[config.mk]
export PLATFORM = sky130hd
export DESIGN_NAME = irq_resolver
export DESIGN_NICKNAME = d
export VERILOG_FILES = /design/src/rtl/irq_res_pkg.sv /design/src/rtl/irq_res_ctrl.sv /design/src/rtl/irq_res_dpath.sv /design/src/rtl/irq_resolver.sv
export SDC_FILE = /design/constraint.sdc
export NUM_CORES = 1
export LEC_CHECK = 0
export BUFFER_PORTS_ARGS = -buffer_cell sky130_fd_sc_hd__buf_4
export CAP_MARGIN = 20
export CORE_MARGIN = 2
export CORE_UTILIZATION = 25
export CTS_BUF_LIST = sky130_fd_sc_hd__clkbuf_2
export CTS_CLUSTER_SIZE = 25
export DETAILED_ROUTE_END_ITERATION = 16
export REMOVE_ABC_BUFFERS = 1
export SKIP_CTS_REPAIR_TIMING = 1
export SYNTH_ARGS = -nofsm -noshare
export SYNTH_HDL_FRONTEND = slang
export SYNTH_SLANG_ARGS = --single-unit
[constraint.sdc]
create_clock -name clk -period 5.8 [get_ports clk]
set_input_delay 1.16 -clock clk [delete_from_list [all_inputs] [get_ports clk]]
set_output_delay 1.16 -clock clk [all_outputs]
set_load 0.05 [all_outputs]
[src/rtl/irq_res_pkg.sv]
package irq_res_pkg;

  localparam int LINES = 8;
  localparam int LW    = $clog2(LINES);
  localparam int IW    = LW + 1;

  // Strobes from the control decoder to the register datapath.
  typedef struct packed {
    logic [LINES-1:0] isrSet;   // in-service bits to set
    logic [LINES-1:0] isrClr;   // in-service bits to clear
    logic [LINES-1:0] irrAck;   // request bits acknowledged (edge lines only clear)
    logic             offLoad;  // load a new rotation offset
    logic [LW-1:0]    offVal;
  } strobe_t;

  // Lowest priority index whose rotated line is set in vec; LINES if none.
  function automatic logic [IW-1:0] prioIdx(logic [LINES-1:0] vec, logic [LW-1:0] off);
    logic [IW-1:0] res;
    res = IW'(LINES);
    for (int k = LINES - 1; k >= 0; k--) begin
      if (vec[LW'(k) + off]) res = IW'(k);
    end
    return res;
  endfunction

  function automatic logic [LW-1:0] idxLine(logic [IW-1:0] idx, logic [LW-1:0] off);
    return idx[LW-1:0] + off;
  endfunction

endpackage

[src/rtl/irq_res_ctrl.sv]
module irq_res_ctrl
  import irq_res_pkg::*;
(
  input  logic          ackValid,
  input  logic [LW-1:0] ackLine,
  input  logic          autoEoi,
  input  logic          rotateAutoEoi,
  input  logic          eoiValid,
  input  logic          eoiSpecific,
  input  logic          eoiRotate,
  input  logic [LW-1:0] eoiLine,
  input  logic          setPrioValid,
  input  logic [LW-1:0] setPrioLine,
  input  logic          isrTopValid,
  input  logic [LW-1:0] isrTopLine,
  output strobe_t       st
);

  always_comb begin
    st = '0;

    // Acknowledge: request clear offered for every line, datapath keeps level lines.
    if (ackValid) begin
      st.irrAck[ackLine] = 1'b1;
      if (!autoEoi) st.isrSet[ackLine] = 1'b1;
    end

    // End of interrupt.
    if (eoiValid) begin
      if (eoiSpecific)      st.isrClr[eoiLine]    = 1'b1;
      else if (isrTopValid) st.isrClr[isrTopLine] = 1'b1;
    end

    // Offset sources, lowest precedence first.
    if (setPrioValid) begin
      st.offLoad = 1'b1;
      st.offVal  = setPrioLine + LW'(1);
    end
    if (eoiValid && eoiRotate) begin
      if (eoiSpecific) begin
        st.offLoad = 1'b1;
        st.offVal  = eoiLine + LW'(1);
      end else if (isrTopValid) begin
        st.offLoad = 1'b1;
        st.offVal  = isrTopLine + LW'(1);
      end
    end
    if (ackValid && autoEoi && rotateAutoEoi) begin
      st.offLoad = 1'b1;
      st.offVal  = ackLine + LW'(1);
    end
  end

endmodule

[src/rtl/irq_res_dpath.sv]
module irq_res_dpath
  import irq_res_pkg::*;
#(
  parameter int CASCADE_LINE = 2
) (
  input  logic             clk,
  input  logic             rstN,
  input  strobe_t          st,
  input  logic [LINES-1:0] reqIn,
  input  logic             maskWe,
  input  logic [LINES-1:0] maskWd,
  input  logic             trigWe,
  input  logic [LINES-1:0] trigWd,
  input  logic             specialMask,
  input  logic             specialNested,
  input  logic             isMaster,
  output logic             intOut,
  output logic             winValid,
  output logic [LW-1:0]    winLine,
  output logic             isrTopValid,
  output logic [LW-1:0]    isrTopLine
);

  logic [LINES-1:0] irr, isr, imr, trig, lastLvl;
  logic [LW-1:0]    offset;
  logic [LINES-1:0] irrNext, rise, isrEff, cand;
  logic [IW-1:0]    candIdx, curIdx, topIdx;

  // Per-line request capture and in-service filtering.
  for (genvar g = 0; g < LINES; g++) begin : g_line
    assign rise[g]    = reqIn[g] & ~lastLvl[g];
    assign irrNext[g] = trig[g] ? reqIn[g] : (rise[g] | (irr[g] & ~st.irrAck[g]));
    assign isrEff[g]  = isr[g]
                      & ~(specialMask & imr[g])
                      & ~(specialNested & isMaster & (g == CASCADE_LINE));
  end

  always_ff @(posedge clk or negedge rstN) begin
    if (!rstN) begin
      irr     <= '0;
      isr     <= '0;
      imr     <= '1;
      trig    <= '0;
      lastLvl <= '0;
      offset  <= '0;
    end else begin
      irr     <= irrNext;
      isr     <= (isr & ~st.isrClr) | st.isrSet;
      lastLvl <= reqIn;
      if (maskWe)     imr    <= maskWd;
      if (trigWe)     trig   <= trigWd;
      if (st.offLoad) offset <= st.offVal;
    end
  end

  always_comb begin
    cand        = irr & ~imr;
    candIdx     = prioIdx(cand, offset);
    curIdx      = prioIdx(isrEff, offset);
    topIdx      = prioIdx(isr, offset);
    winValid    = ~candIdx[LW];
    winLine     = winValid ? idxLine(candIdx, offset) : '0;
    intOut      = candIdx < curIdx;
    isrTopValid = ~topIdx[LW];
    isrTopLine  = idxLine(topIdx, offset);
  end

  // an interrupt always has a pending winner behind it.
  a_r4_int_has_winner: assert property (@(posedge clk) disable iff (!rstN)
    intOut |-> winValid);

  // level lines mirror the sampled input of the previous edge.
  a_r3_level_follows: assert property (@(posedge clk) disable iff (!rstN)
    $past(rstN) |-> ((irr & $past(trig)) == $past(reqIn & trig)));

  // an acknowledged edge line without a fresh edge loses its request.
  a_r5_edge_ack_clears: assert property (@(posedge clk) disable iff (!rstN)
    (|(st.irrAck & ~trig & ~rise)) |=> ((irr & $past(st.irrAck & ~trig & ~rise)) == '0));

  // no in-service bit rises without a set strobe.
  a_r6_isr_only_on_set: assert property (@(posedge clk) disable iff (!rstN)
    (st.isrSet == '0) |=> ((isr & ~$past(isr)) == '0));

  // at most one in-service bit is cleared per cycle.
  a_r7_single_clear: assert property (@(posedge clk) disable iff (!rstN)
    $onehot0(st.isrClr));

endmodule

[src/rtl/irq_resolver.sv]
module irq_resolver
  import irq_res_pkg::*;
#(
  parameter int CASCADE_LINE = 2
) (
  input  logic             clk,
  input  logic             rstN,
  input  logic [LINES-1:0] reqIn,
  input  logic             maskWe,
  input  logic [LINES-1:0] maskWd,
  input  logic             trigWe,
  input  logic [LINES-1:0] trigWd,
  input  logic             ackValid,
  input  logic [LW-1:0]    ackLine,
  input  logic             autoEoi,
  input  logic             rotateAutoEoi,
  input  logic             eoiValid,
  input  logic             eoiSpecific,
  input  logic             eoiRotate,
  input  logic [LW-1:0]    eoiLine,
  input  logic             setPrioValid,
  input  logic [LW-1:0]    setPrioLine,
  input  logic             specialMask,
  input  logic             specialNested,
  input  logic             isMaster,
  output logic             intOut,
  output logic             winValid,
  output logic [LW-1:0]    winLine
);

  strobe_t       st;
  logic          isrTopValid;
  logic [LW-1:0] isrTopLine;

  irq_res_ctrl u_ctrl (
    .ackValid      (ackValid),
    .ackLine       (ackLine),
    .autoEoi       (autoEoi),
    .rotateAutoEoi (rotateAutoEoi),
    .eoiValid      (eoiValid),
    .eoiSpecific   (eoiSpecific),
    .eoiRotate     (eoiRotate),
    .eoiLine       (eoiLine),
    .setPrioValid  (setPrioValid),
    .setPrioLine   (setPrioLine),
    .isrTopValid   (isrTopValid),
    .isrTopLine    (isrTopLine),
    .st            (st)
  );

  irq_res_dpath #(.CASCADE_LINE(CASCADE_LINE)) u_dpath (
    .clk           (clk),
    .rstN          (rstN),
    .st            (st),
    .reqIn         (reqIn),
    .maskWe        (maskWe),
    .maskWd        (maskWd),
    .trigWe        (trigWe),
    .trigWd        (trigWd),
    .specialMask   (specialMask),
    .specialNested (specialNested),
    .isMaster      (isMaster),
    .intOut        (intOut),
    .winValid      (winValid),
    .winLine       (winLine),
    .isrTopValid   (isrTopValid),
    .isrTopLine    (isrTopLine)
  );

endmodule

Word level (Yosys, flattened, before mapping) --
Index checks and enable logic that the tools add are counted. W data, S select, Z words.
Storage, ports and cells: word-level logic and storage cells 211, output and inout port bits 5, flip-flop bits (word level) 43, RAM bits 0, latch bits 0, bits of input ports 47, memories kept 0, ROM bits 0
Operators by class: divide/modulo/power cells 0, reduce and logical (&&, ||, !) cells 6, equality and inequality tests 0, add/subtract/negate cells 13, multiply operators 0, bitwise logic cells 73, shift-type cells 0, magnitude comparators 15, multiplexer cells 98
Operators with widths (count):
- $mux W4 | 29
- $bmux W1 S3 | 24
- $mux W8 | 6
- $lt A3 B4 Y1 const B | 11
- $mux W1 | 35
- $and A1 B1 Y1 | 34
- $not A1 Y1 | 26
- $and A8 B8 Y8 | 2
- $not A8 Y8 | 2
- $add A3 B1 Y3 const B | 4
- $add A3 B3 Y3 const A | 4
- $demux W1 S3 | 3
- $ge A3 B1 Y1 const B | 3
- $or A1 B1 Y1 | 8
- $or A8 B8 Y8 | 1
- $add A2 B3 Y3 const A | 2
- $add A3 B3 Y3 | 2
- $logic_and A1 B1 Y1 | 6
- $lt A4 B4 Y1 | 1
- $add A1 B3 Y3 const A | 1
- $mux W3 | 1

Longest topological paths before layout --
Gate-level depths: netlist (run 1).
depth in word-level cells 22, gate-level depth with buffers 19, depth with buffers taken out 16

Modules after synthesis --
From an unflattened synthesis (run 1), not the netlist that was laid out.
Second synthesis, totals: cell total of the unflattened synthesis 359, area, all modules 3699.8 um2
By module, submodules not included:
- irq_res_dpath | times used 1, area each 3138.0 um2, cells an instance 273
- irq_res_ctrl | times used 1, area each 561.8 um2, cells an instance 86

Worst setup path after synthesis (run 1) --
No wires, ideal clock.
kind reg-to-output, start register u_dpath.offset[1], end output winLine[2], cell stages (with the launch flop) 17, data required time 4640 ps, data arrival time 4213 ps, slack 427 ps, cell sequence dfrtp_1 > buf_2 > clkinv_1 > ha_1 > clkbuf_1 > mux4_2 > mux2i_1 > a21oi_1 > o21ai_1 > nand2_1 > a21oi_1 > ha_1 > inv_1 > fa_1 > xnor2_1 > nor2_1 > a21oi_1
Between the ends: longest elaborated chain between the ends 13, elaborated cells on any way between the ends 33, those cells by class 8 x add/sub; 25 x mux
RTL lines:
- start: declaration | line irq_res_dpath.sv:25 | logic [LW-1:0] offset;
- start signal: assignment | line irq_res_dpath.sv:52 | if (st.offLoad) offset <= st.offVal;
- $add A3 B3 Y3 | line irq_res_pkg.sv:21 | if (vec[LW'(k) + off]) res = IW'(k);
- $bmux W1 S3 | line irq_res_pkg.sv:21
- $mux W1 (not written as such) | line irq_res_pkg.sv:21
- $mux W4 (8 in series) | line irq_res_pkg.sv:21
- $add A3 B3 Y3 | line irq_res_pkg.sv:27 | return idx[LW-1:0] + off;
- $mux W3 * | line irq_res_dpath.sv:62 | winLine = winValid ? idxLine(candIdx, offset) : '0;
- end: declaration | line irq_resolver.sv:28 | output logic [LW-1:0] winLine
Mark *: on every way between the ends. The rest lies on a longest branch, timed or not. The select of a mux whose other input is x is not followed.

Worst setup path in the final report (run 1) --
start register u_dpath.offset[0], end output winLine[2]
Same word-level chain as after synthesis.

==> run metrics, run 1 <==
Post-DRT Antenna Nets 0; placed cell count between 600 and 700; pwr dens around 500 mW/mm2; die area between 0.015 and 0.02 mm2; Seq/Total Area, Yosys 0.289; CTS max path bufs 2; Post-DP HPWL between 7000 and 8000 um; CP Data Required Time 4.64 ns; Design Area, Final 0.00436 mm2; most common cell after layout, fill and taps aside buf_4; DRT Pass-1 Iters 4; CP Data Arrival Time between 4 and 5 ns; Main synth FF type dfrtp_1; drt wl/cell between 15 and 20 um; flop-to-flop setup slack 1.20 ns; P_sw about 1.1 mW; largest net degree at the start of global routing 44; mapped cell area 0.00376 mm2; DR vias/cell 5.06; I/O Buffers ~50; Placed Instance Area ~0.0043 mm2; Setup TNS 0 ns; Worst Skew 0.0218 ns; Ant. Diodes 0; die width between 100 and 150 um; hold path start u_dpath.trig[2]; CP Launch Type register; Die Span Y about 130 um; clk root buf clkbuf_2; first-pass GRT wire length 15800 um; Hold Path Class reg2reg; yosys warns 0; Sink Count 43; most frequent cells in the layout buf_4 (55), nand2_1 (48), dfrtp_1 (35); EDFF count, synth 0; RR Endpoint u_dpath.isr[3]; initial antenna violation count 0; top-level I/O count 52; WS Path Type reg2out; worst IR drop on VDD ~430 uV; drt drc 0; fin util 0.299; clock slew at reported path FFs about 0.23 ns; total clock buffers created by CTS 5; Cell Count, Final, Fillers Out approximately 630; FP Rows 44; internal power ~1.1 mW; proportion of power drawn by the clock network 0.064; FFs w/ async S/R, synth 1.00; sw frac 0.517; Max-cap violations 0; Seq cells post-synth 43; leakage 1.85 nW; Mean Syn Cell Area roughly 9.4 um2; Slew headroom 0.619; Worst Setup End Kind primary output; Max Slew Vio Count 0; Post-Route WL between 9000 and 10000 um; worst hold path depth 2; clk_lat worst skew approximately 0.43 ns; Nets a little over 500; Critical R2R Launch u_dpath.offset[0]; sequential share of power 0.199; Fin. Hold Viols 0; fin crit share 0.895; Final setup viols 0; status finished clean; combinational share of power 0.737; P&R area growth vs syn 15.9%; Period minus WS final between 5 and 6 ns; initial core utilization 0.258; Via Count 3191; f_max ~0.19 GHz; CORE AREA 0.0146 mm2; detailed router's first-iteration violation count 148; GPL Wtd Cong around 0.84; grt total ovfl 0; R2R depth 14; Syn Inst Count between 300 and 400; overall routing resource usage 0.119; PnR Total Power about 2.2 mW; Crit Path Max Fanout 14; CTS tree yes; Worst Max-Slew Pin Slew ~0.57 ns; vias in the first global route 3043; WHS Endpoint u_dpath.irr[2]; RSZ-0062 raised after global routing false; Netlist cell types 66; H-Tree Depth 2; share of layout cells above drive strength 1 0.271
cell usage after synthesis (2+ instances only):
cell type,number,area [um2]
nand3b_1,4,30.0
clkbuf_1,7,26.3
o221ai_1,3,26.3
nand4_1,3,18.8
nor2b_1,19,119
a21oi_1,15,75.1
inv_1,21,78.8
o211ai_1,5,37.5
nor3b_1,3,22.5
or3_1,2,12.5
dfrtp_1,35,876
buf_2,2,10.0
mux4_2,20,450
buf_6,4,45.0
o311ai_1,2,17.5
o21ai_0,18,90.1
nor2_1,28,105
dfstp_2,8,210
o21ai_1,3,15.0
mux2i_1,16,160
nand2b_1,14,87.6
nand3_1,13,65.1
nor3_1,4,20.0
a31oi_1,8,50.1
a221o_1,2,20.0
nand2_1,48,180
or2_1,3,18.8
xnor2_1,3,26.3
mux2i_2,2,27.5
ha_1,11,138
a21o_1,2,15.0
inv_2,2,7.51
fa_1,2,40.0
a32o_1,2,20.0
o311ai_0,2,17.5
a41oi_1,3,26.3
a21boi_0,5,37.5
and3_1,3,18.8
xor2_1,6,52.6
and2_1,4,25.0
mux2_2,17,191
flip-flops by register name, indices dropped and copies added, names as in the netlist:
signal and count:
u_dpath.irr 8, u_dpath.offset 3, u_dpath.imr 8, u_dpath.isr 8, u_dpath.trig 8, u_dpath.lastLvl 8
critical path, stage by stage (launching register included):
cell and delay (ns):
dfrtp_1 0.43, inv_2 0.12, ha_1 0.68, mux4_2 0.43, mux2i_1 0.24, a21oi_1 0.06, o21ai_1 0.20, nand2_1 0.08
a21oi_1 0.17, ha_1 0.16, inv_1 0.05, fa_1 0.40, xnor2_1 0.20, nor2_1 0.06, a21oi_1 0.13, buf_4 0.21
power by group through the flow:
stage                     clock, mW  sequential [mW]  combinational [mW]
after floorplan                   0            0.429                1.21
after global routing          0.155            0.442                1.77
after global placement            0            0.438                1.57
after detailed placement          0            0.439                1.60
final                         0.139            0.434                1.60
after CTS                     0.144            0.433                1.60
layout make-up:
cell class | instances | area, um2
sequential | 43 | 1090
timing repair buffer | 55 | 413
multi-input combinational | 317 | 2490
fill | 1523 | 10200
inverter | 24 | 90.1
tap | 184 | 230
clock inverter | 3 | 23.8
clock buffer | 5 | 25.0
stage by stage:
step,hold WS [ns],setup WS [ns]
after floorplan,0.467,0.233
after global placement,0.480,1.00
after detailed placement,0.485,0.918
after CTS,0.534,0.560
after global routing,0.561,0.260
final,0.527,0.608
how the worst max path moves through the flow:
stage                      startpoint    endpoint  slack, ns  cells after the start
finish              u_dpath.offset[0]  winLine[2]       0.61                     15
global route        u_dpath.offset[0]  winLine[2]       0.26                     15
CTS                 u_dpath.offset[0]  winLine[2]       0.56                     15
floorplan           u_dpath.offset[0]  winLine[2]       0.23                     14
global placement          specialMask      intOut        1.0                     11
detailed placement        specialMask      intOut       0.92                     11
metal layers:
metal	vias up	routed length (um)	track usage
li1	1559	-	-
met4	0	83	0.0233
met1	1547	4630	0.168
met2	76	4410	0.194
met3	9	387	0.0181
met5	-	0	0
cell families (layout without fill, tap and decap cells):
group,count (synthesis),count (layout),synth area share
AO/OA/AOI/OAI,81,81,0.148
adder cells (fa/ha/maj),13,13,0.0473
AND/OR/NAND/NOR,157,157,0.217
buffers and inverters,39,87,0.0486
flip-flops,43,43,0.289
XOR/XNOR,11,11,0.0296
multiplexers,55,55,0.221
No activity file was read; power rests on OpenSTA's default activity.
==> inputs of run 2 (changes only) <==
- CORE_ASPECT_RATIO: default -> 0.75
==> run 2 against run 1 <==
  * Critical path depth stayed put
  * Combinational power hardly changed
  * Total power is 2.2% higher
  * Critical endpoint unchanged
==> run metrics, run 2 (synthesized netlist as in run 1, its figures left out) <==
clk_lat worst skew 0.39 ns; die area ~0.016 mm2; total clock buffers created by CTS 5; Worst Max-Slew Pin Slew roughly 0.57 ns; Slew headroom 0.618; CP Launch Type register; clock slew at reported path FFs between 0.2 and 0.25 ns; RSZ-0062 raised after global routing false; RR Endpoint u_dpath.isr[3]; overall routing resource usage 0.126; worst IR drop on VDD 257 uV; grt total ovfl 0; leakage 1.86 nW; GPL Wtd Cong about 0.93; CORE AREA 0.0146 mm2; initial antenna violation count 0; I/O Buffers slightly above 50; Worst Setup End Kind primary output; clk root buf clkbuf_2; Cell Chain, Critical Path clkinv_1 > ha_1 > mux4_2 > mux2i_1 > a21oi_1 > o21ai_1 > nand2_1 > a21oi_1 > ha_1 > inv_1 > fa_1 > xnor2_1 > nor2_1 > a21oi_1 > buf_4; R2R depth 14; Post-Route WL a little under 10000 um; top-level I/O count 52; placed cell count around 640; Post-DP HPWL 7950 um; Critical R2R Launch u_dpath.offset[1]; Fin. Hold Viols 0; Crit Path Max Fanout 14; fin crit share 0.914; Die Span Y approximately 110 um; share of layout cells above drive strength 1 0.269; DRT Pass-1 Iters 4; DR vias/cell between 4 and 5; CP Data Required Time approximately 4.6 ns; Max-cap violations 0; WHS Endpoint u_dpath.irr[2]; drt wl/cell around 15 um; Via Count about 3200; drt drc 0; hold path start u_dpath.trig[2]; detailed router's first-iteration violation count 170; Nets a little over 500; largest net degree at the start of global routing 44; pre-CTS setup slack around 0.93 ns; Post-DRT Antenna Nets 0; worst hold path depth 2; first-pass GRT wire length approximately 16000 um; Hold Path Class reg2reg; Worst Skew 0.0234 ns; die width roughly 150 um; H-Tree Depth 2; f_max approximately 0.19 GHz; status finished clean; CP most frequent cell a21oi_1; final worst slack 0.500 ns; slowest stage cell, crit path ha_1; Setup TNS 0 ns; CP Data Arrival Time approximately 4.1 ns; most frequent cells in the layout buf_4 (54), nand2_1 (48), dfrtp_1 (35); Ant. Diodes 0; WS Path Type reg2out; Cell Count, Final, Fillers Out 646; flop-to-flop setup slack approximately 1.0 ns; FP Rows 38; Period minus WS final approximately 5.3 ns; initial core utilization 0.258; Sink Count 43; vias in the first global route between 3000 and 4000; most common cell after layout, fill and taps aside buf_4; fillers 1537; CTS tree yes; CTS max path bufs 2; Max Slew Vio Count 0; pwr dens a little over 500 mW/mm2; CP max stage delay between 0.7 and 0.8 ns; Final setup viols 0; P&R area growth vs syn 16.8%
## run 2: changes by cell type in the layout (fill, tap and decap cells not counted), sizes merged
cell / previous run / this run
bufinv: 0 / 1
clkbuf: 5 / 6
buf: 55 / 54
inv: 24 / 23
clkinvlp: 2 / 1
## run 2: routing by layer
layer / track usage / routed length, um
met1: 0.192 / 5140
met2: 0.188 / 4130
met3: 0.0202 / 569
met4: 0.0231 / 63
met5: 0 / 0
## run 2: worst max path at each step
stage	endpoint	cells past startpoint	start
2_1_floorplan	winLine[2]	14	u_dpath.offset[0]
3_3_place_gp	winLine[2]	15	u_dpath.offset[1]
3_5_place_dp	intOut	12	specialMask
4_1_cts	winLine[2]	15	u_dpath.offset[1]
5_1_grt	winLine[2]	15	u_dpath.offset[1]
6_report	winLine[2]	15	u_dpath.offset[1]
## run 2: power by group
part           total [mW]  internal, mW  switching, mW
Combinational        1.61         0.663          0.949
Clock               0.172        0.0746         0.0976
Sequential          0.438         0.355         0.0830
## run 2: final cells by class
type	instances	area [um2]	share of cell area
Clock inverter	2	37.5	0.00855
Multi-Input combinational cell	317	2490	0.567
Tap cell	200	250	0.0570
Inverter	24	90.1	0.0205
Clock buffer	6	30.0	0.00684
Timing Repair Buffer	54	405	0.0923
Sequential cell	43	1090	0.247
## run 2: worst max-delay path, delay by kind of cell, from the launching register on
family,cells,cell delay [ns]
fa+ha+maj,3,1.32
mux,2,0.67
compound gates,4,0.54
buf+inv,3,0.51
flops,1,0.40
xor+xnor,1,0.19
simple gates,2,0.13
## run 2: stage by stage
step | total power, mW | hold slack (ns) | area [um2] | util
after detailed placement | 2.04 | 0.488 | 4320 | 0.296
after floorplan | 1.63 | 0.467 | 3670 | -
after CTS | 2.22 | 0.532 | 4390 | 0.301
after global placement | 2.00 | 0.476 | 4320 | 0.296
final | 2.22 | 0.530 | 4390 | 0.301
after global routing | 2.41 | 0.559 | 4390 | 0.301
